<file path="src/rtl/wdog_seq_pkg.sv">
package wdog_seq_pkg;
  localparam int CNT_W  = 5;
  localparam int REG_W  = CNT_W + 3;
  localparam int B_EN   = REG_W - 1;
  localparam int B_DIS  = REG_W - 2;
  localparam int B_RST  = REG_W - 3;
  localparam int NUM_ACT = 3;

  typedef struct packed {
    logic enable;
    logic disable_;
    logic restart;
  } wdog_act_t;
endpackage

</file>
<file path="src/rtl/wdog_ctrl_reg.sv">
module wdog_ctrl_reg
  import wdog_seq_pkg::*;
#(
  parameter int DW = REG_W
) (
  input  logic          clk,
  input  logic          rst,
  input  logic          we,
  input  logic [DW-1:0] wdata,
  output logic [DW-1:0] ctrl_q,
  output wdog_act_t     act
);
  localparam int ACT_LO = DW - NUM_ACT;

  logic [NUM_ACT-1:0] fall;

  // An action bit fires when the stored 1 is overwritten with a 0
  for (genvar g = 0; g < NUM_ACT; g++) begin : g_fall
    assign fall[g] = we & ctrl_q[ACT_LO+g] & ~wdata[ACT_LO+g];
  end

  assign act.enable   = fall[NUM_ACT-1];
  assign act.disable_ = fall[NUM_ACT-2];
  assign act.restart  = fall[NUM_ACT-3];

  always_ff @(posedge clk) begin
    if (rst) begin
      ctrl_q <= '0;
    end else if (we) begin
      ctrl_q <= wdata;
    end
  end
endmodule

</file>
<file path="src/rtl/wdog_tick_counter.sv">
module wdog_tick_counter
  import wdog_seq_pkg::*;
#(
  parameter int CW = CNT_W
) (
  input  logic        clk,
  input  logic        rst,
  input  wdog_act_t   act,
  input  logic        tick,
  input  logic [CW-1:0] limit_n,
  input  logic        pending,
  output logic        en_q,
  output logic [CW:0] cnt_q,
  output logic        expire
);
  localparam int TW = CW + 1;

  logic [TW-1:0] limit;
  logic          clr;
  logic          adv;

  assign limit  = {1'b0, limit_n} + TW'(1);
  assign clr    = act.restart | act.disable_;
  assign adv    = en_q & tick & ~pending;
  // Terminal tick: count already at N+1, so this is tick N+2 after a clear
  assign expire = adv & ~clr & (cnt_q == limit);

  always_ff @(posedge clk) begin
    if (rst) begin
      en_q <= 1'b0;
    end else if (act.disable_) begin
      en_q <= 1'b0;
    end else if (act.enable) begin
      en_q <= 1'b1;
    end
  end

  always_ff @(posedge clk) begin
    if (rst || clr) begin
      cnt_q <= '0;
    end else if (adv && (cnt_q != limit)) begin
      cnt_q <= cnt_q + TW'(1);
    end
  end
endmodule

</file>
<file path="src/rtl/wdog_req_out.sv">
module wdog_req_out
  import wdog_seq_pkg::*;
(
  input  logic      clk,
  input  logic      rst,
  input  wdog_act_t act,
  input  logic      expire,
  input  logic      mode_rst,
  output logic      rst_req,
  output logic      irq_req
);
  always_ff @(posedge clk) begin
    if (rst || act.restart || act.disable_) begin
      rst_req <= 1'b0;
      irq_req <= 1'b0;
    end else if (expire) begin
      rst_req <= mode_rst;
      irq_req <= ~mode_rst;
    end
  end
endmodule

</file>
<file path="src/rtl/wdog_seq_timer.sv">
module wdog_seq_timer
  import wdog_seq_pkg::*;
#(
  parameter int CW = CNT_W,
  localparam int DW = CW + 3
) (
  input  logic          clk,
  input  logic          rst,
  input  logic          ctrl_we,
  input  logic [DW-1:0] ctrl_wdata,
  output logic [DW-1:0] ctrl_rdata,
  input  logic          tick_in,
  input  logic          mode_rst,
  output logic          rst_req,
  output logic          irq_req
);
  wdog_act_t   act;
  logic [DW-1:0] ctrl_q;
  logic        en_q;
  logic [CW:0] cnt_q;
  logic        expire;
  logic        pending;

  assign ctrl_rdata = ctrl_q;
  assign pending    = rst_req | irq_req;

  wdog_ctrl_reg #(.DW(DW)) u_reg (
    .clk(clk), .rst(rst), .we(ctrl_we), .wdata(ctrl_wdata),
    .ctrl_q(ctrl_q), .act(act)
  );

  wdog_tick_counter #(.CW(CW)) u_cnt (
    .clk(clk), .rst(rst), .act(act), .tick(tick_in),
    .limit_n(ctrl_q[CW-1:0]), .pending(pending),
    .en_q(en_q), .cnt_q(cnt_q), .expire(expire)
  );

  wdog_req_out u_out (
    .clk(clk), .rst(rst), .act(act), .expire(expire),
    .mode_rst(mode_rst), .rst_req(rst_req), .irq_req(irq_req)
  );
endmodule

</file>
<file path="config.mk">
export PLATFORM = sky130hd
export DESIGN_NAME = wdog_seq_timer
export DESIGN_NICKNAME = d
export VERILOG_FILES = /design/src/rtl/wdog_seq_pkg.sv /design/src/rtl/wdog_ctrl_reg.sv /design/src/rtl/wdog_tick_counter.sv /design/src/rtl/wdog_req_out.sv /design/src/rtl/wdog_seq_timer.sv
export SDC_FILE = /design/constraint.sdc
export NUM_CORES = 1
export LEC_CHECK = 0
export BUFFER_PORTS_ARGS = -buffer_cell sky130_fd_sc_hd__buf_4
export CELL_PAD_IN_SITES_DETAIL_PLACEMENT = 0
export CELL_PAD_IN_SITES_GLOBAL_PLACEMENT = 1
export CORE_AREA = 2 2 52 54
export CTS_CLUSTER_DIAMETER = 80
export DETAILED_ROUTE_END_ITERATION = 10
export DIE_AREA = 0 0 54 56
export PLACE_DENSITY = 0.76
export SLEW_MARGIN = 20
export SYNTH_ARGS = -nofsm -noshare
export SYNTH_HDL_FRONTEND = slang
export SYNTH_SLANG_ARGS = --single-unit
</file>
<file path="constraint.sdc">
create_clock -name clk -period 1.83 [get_ports clk]
set_input_delay 0.183 -clock clk [delete_from_list [all_inputs] [get_ports clk]]
set_output_delay 0.183 -clock clk [all_outputs]
set_load 0.05 [all_outputs]
</file>
# --- Yosys cells after proc, flatten, opt, wreduce, memory -nomap -nowiden ---
# Index checks and enable logic that the tools add are counted.
# Widths: inputs -> output; s select.
word_totals:
  regBits: 17
  inputBits: 13
  out_inout_bits: 10
  wordCells: 32
op_classes:
  addsub: 2
  n_eq_ne: 2
  bitwise_logic: 18
  reduce_logical: 5
ops:
  columns: ["cell", "n"]
  rows:
  - ["$and 1x1->1", 10]
  - ["$add 5x1->6 const B", 1]
  - ["$add 6x1->6 const B", 1]
  - ["$eq 6x6->1", 1]
  - ["$ne 6x6->1", 1]
  - ["$not 1->1", 6]
  - ["$logic_or 1x1->1", 3]
  - ["$or 1x1->1", 2]
  - ["$reduce_or 2->1", 1]
  - ["$logic_and 1x1->1", 1]

# --- Logic depth before layout (Yosys ltp) ---
depth:
  depth_word: 6
  depth_mapped: 6
  mapped_depth_nobuf: 6

# --- By module ---
# Synthesis repeated with hierarchy kept, for this count alone.
unflattened:
  hier_cells: 103
  area_unflattened_um2: 919.6
by_module_without_submodules:
  columns: ["mod", "instances", "cells_each", "area_each_um2", "seq_area_each_um2"]
  rows:
  - ["wdog_tick_counter", 1, 64, 521.8, 140.1]
  - ["wdog_ctrl_reg", 1, 31, 310.3, 160.2]
  - ["wdog_req_out", 1, 7, 81.3, 40.0]
  - ["wdog_seq_timer", 1, 1, 6.3, 0.0]

# --- Least setup slack after synthesis ---
# OpenSTA, ideal clock, no wires.
synth_timing:
  path_kind: "flip-flop to flip-flop"
  start: "register u_reg.ctrl_q[0]"
  end: "register u_out.irq_req"
  setup_ns: 0.059
  t_arrival_ns: 1.974
  required_time_ns: 1.771
  path_slack_ns: -0.203
  path_stages_with_launch: 7
  path_buffers: 0
  period_less_slack_ns: 2.033
  path_cell_list: "dfxtp_1 ha_1 xor2_1 a211oi_1 and4bb_4 and4bb_2 o21a_1"
synth_via:
  elab_chain_len: 3
synth_lines:
  columns: ["item", "line", "rtl"]
  rows:
  - ["from (decl)", "wdog_ctrl_reg.sv:10", "output logic [DW-1:0] ctrl_q,"]
  - ["from (signal assigned)", "wdog_ctrl_reg.sv:30", "ctrl_q <= wdata;"]
  - ["$add 5x1->6", "wdog_tick_counter.sv:22", "assign limit = {1'b0, limit_n} + TW'(1);"]
  - ["$eq 6x6->1", "wdog_tick_counter.sv:26", "assign expire = adv & ~clr & (cnt_q == limit);"]
  - ["$and 1x1->1", "wdog_tick_counter.sv:26", null]
  - ["to (signal assigned)", "wdog_req_out.sv:18", "irq_req <= ~mode_rst;"]
  - ["to (decl)", "wdog_req_out.sv:10", "output logic irq_req"]
# Every way passes these cells.
# A chain may end at the register's enable or synchronous reset.

# --- Final worst setup path ---
# Ends and elaborated chain as after synthesis.

==> flow_summary.yaml <==
sta:
  hold_viol: 0
  worst_pin_slew_ns: 0.425
  fin_setup_tns_ns: 0
  fmax_mhz: 579
  skew_ns: 0.0105
  min_period_ns: 1.73
  slew_violations: 0
  fin_crit_sh_pct: 94.4
  relSlewSlack_pct: 71.7
  setup_violations: 0
  rsz0062_at_grt: "no"
final_layout:
  stdcell_count: 148
  layout-area-overhead-vs-synth_pct: 26.6
  diodes: 0
  layout.nets: 134
  drive_gt1_share_pct: 29.7
synthesis:
  ys_seq_elements: 17
  synthCells: 95
  avgSynthCellArea_um2: 9.26
  synth.distinct_cells: 27
  yosysWarnings: 0
  netlist_area_um2: 880
  ys_seq_area_share_pct: 38.7
  async_flop_share_pct: 0
  synth_nets: 110
  synth_edf_count: 0
  synth_ff_type: "dfxtp_1"
global_route:
  grt_overflow: 0
  grt_max_degree: 15
  globalRouteTotalUtil_pct: 12.9
  grt_pass1_vias: 692
  grt_pass1_wl_um: 2940
  antenna_found_initial: 0
routing:
  drt_wl_total_um: 1760
  routedWlPerCell_um: 11.9
  via_per_inst: 5.06
  first_pass_iters: 4
  drc: 0
  initialDrtViolationCount: 8
  ant_nets: 0
  vias: 749
floorplanning:
  fp.dieH_um: 56
  fp-row-count: 18
  core_um2: 2430
  ioPinCount: 23
  die_w_um: 54
  die_area_um2: 3020
  start_util_pct: 36.2
cts:
  root_buffer: "clkbuf_4"
  cts_tree: "done"
  hold_buffers: 0
  htreeDepth: 1
  cts_setup_buffers: 0
  clkTransAtPathRegs_ns: 0.11
  cts.sinks: 17
  insertion_delay_ns: 0.30
  cts_buffers: 3
  cts_resized: 0
  clock_path_buffers: 2
worst_setup_path:
  worstReg2RegEnd: "u_out.irq_req"
  r2r_cells: 6
  cp_max_fo: 7
  critPathCaptureType: "register"
  r2r_setup_slack_ns: 0.10
  crit_path_start_kind: "register"
  r2r-start: "u_reg.ctrl_q[0]"
  critPathRequiredTime_ns: 2.07
  path_class: "register to register"
  cp.arrival_ns: 1.97
flow_run:
  cap_violations: 0
min_path:
  min-delay-start: "rst"
  hold_depth: 2
  hold_class: "input pin to register"
  hold_end: "u_reg.ctrl_q[0]"
place:
  numPortBuffers: 22
  placed_cells: 144
  gp_congestion: 0.776
  hpwl_um: 1340
power:
  finalPower_w: 0.000748
  power_density_nw_per_um2: 672
  ir_drop_v: 0.000516
  leakage_nw: 0.467
status:
  status: "finished clean"
power by group:
group          internal [W]  leakage (nW)  switching (W)
Combinational     0.0000582         0.314      0.0000831
Sequential         0.000382         0.139      0.0000135
Clock             0.0000832        0.0139       0.000128
Total              0.000523         0.467       0.000225
worst max-delay path: stages (launching register included):
cell and delay, ns:
dfxtp_2 0.37, ha_1 0.31, xor2_1 0.15, a211oi_2 0.20
and4bb_4 0.32, and4bb_2 0.24, o21a_1 0.10
Yosys cell counts (3+ instances only):
cell	n	area (um^2)
nand2b_1	5	31.3
a21oi_1	3	15.0
nand3_1	3	15.0
mux2i_1	14	140
clkbuf_1	3	11.3
xnor2_1	3	26.3
xor2_1	3	26.3
a211oi_1	3	22.5
nor2b_1	3	18.8
dfxtp_1	17	340
nor2_1	8	30.0
nand2_1	11	41.3
registers in the layout (all words and copies together) (netlist names):
signal / flops
u_reg.ctrl_q: 8
u_cnt.cnt_q: 6
u_cnt.en_q: 1
u_out.irq_req: 1
u_out.rst_req: 1
layout by cell type (no fill, tap or decap), types with 2 or more instances in the layout:
master,count
dfxtp_1,15
xnor2_1,3
nor2b_1,3
nand3_1,3
buf_4,22
nand4_1,2
mux2i_1,14
nand2_1,11
dfxtp_2,2
nand2b_1,5
xor2_1,3
ha_1,2
and4bb_2,2
a211oi_2,2
a31oi_1,2
nor2_1,8
a21oi_1,3
clkbuf_4,3
cell families after synthesis:
logic type,after synthesis,synth area share [%]
AND/OR/NAND/NOR,38,23.8
flip-flops,17,38.7
AO/OA/AOI/OAI,14,11.1
multiplexers,14,15.9
XOR/XNOR,6,5.98
buffers and inverters,4,1.71
adder cells (fa/ha/maj),2,2.84
routing by layer:
metal	track usage (%)	vias up	part of all wire, %
li1	-	386	-
met5	0	-	0
met1	16.0	345	46
met3	5.65	0	5.0
met2	20.7	18	49
met4	2.14	0	0
cell type report:
class                   instances  area [um^2]
clock inverters                 1         7.51
clock buffers                   3         22.5
inverters                       1         3.75
repair buffers                 22          165
multi-input cells              74          534
well taps                      30         37.5
flip-flops and latches         17          343
fillers                       251         1320
metrics by stage:
stage          hold WS, ns  cell area, um^2  worst slack (ns)  utilization, %
3_3_place_gp         0.417             1070             0.158            44.1
6_report             0.109             1110             0.103            45.8
2_1_floorplan        0.330              882            0.0184               -
3_5_place_dp         0.425             1070             0.119            44.1
5_1_grt             0.0905             1110           0.00566            45.8
4_1_cts              0.101             1100            0.0855            45.4
worst max-delay path by stage:
stage	start	endpoint	slack [ns]	cells after the start
detailed placement	u_reg.ctrl_q[0]	u_out.irq_req	0.12	6
CTS	u_reg.ctrl_q[0]	u_out.irq_req	0.09	6
global placement	u_reg.ctrl_q[0]	u_out.irq_req	0.16	6
floorplan	u_reg.ctrl_q[0]	u_out.irq_req	0.02	6
finish	u_reg.ctrl_q[0]	u_out.irq_req	0.10	6
global route	u_reg.ctrl_q[0]	u_out.irq_req	0.006	6
(Power assumes the default switching activity.)
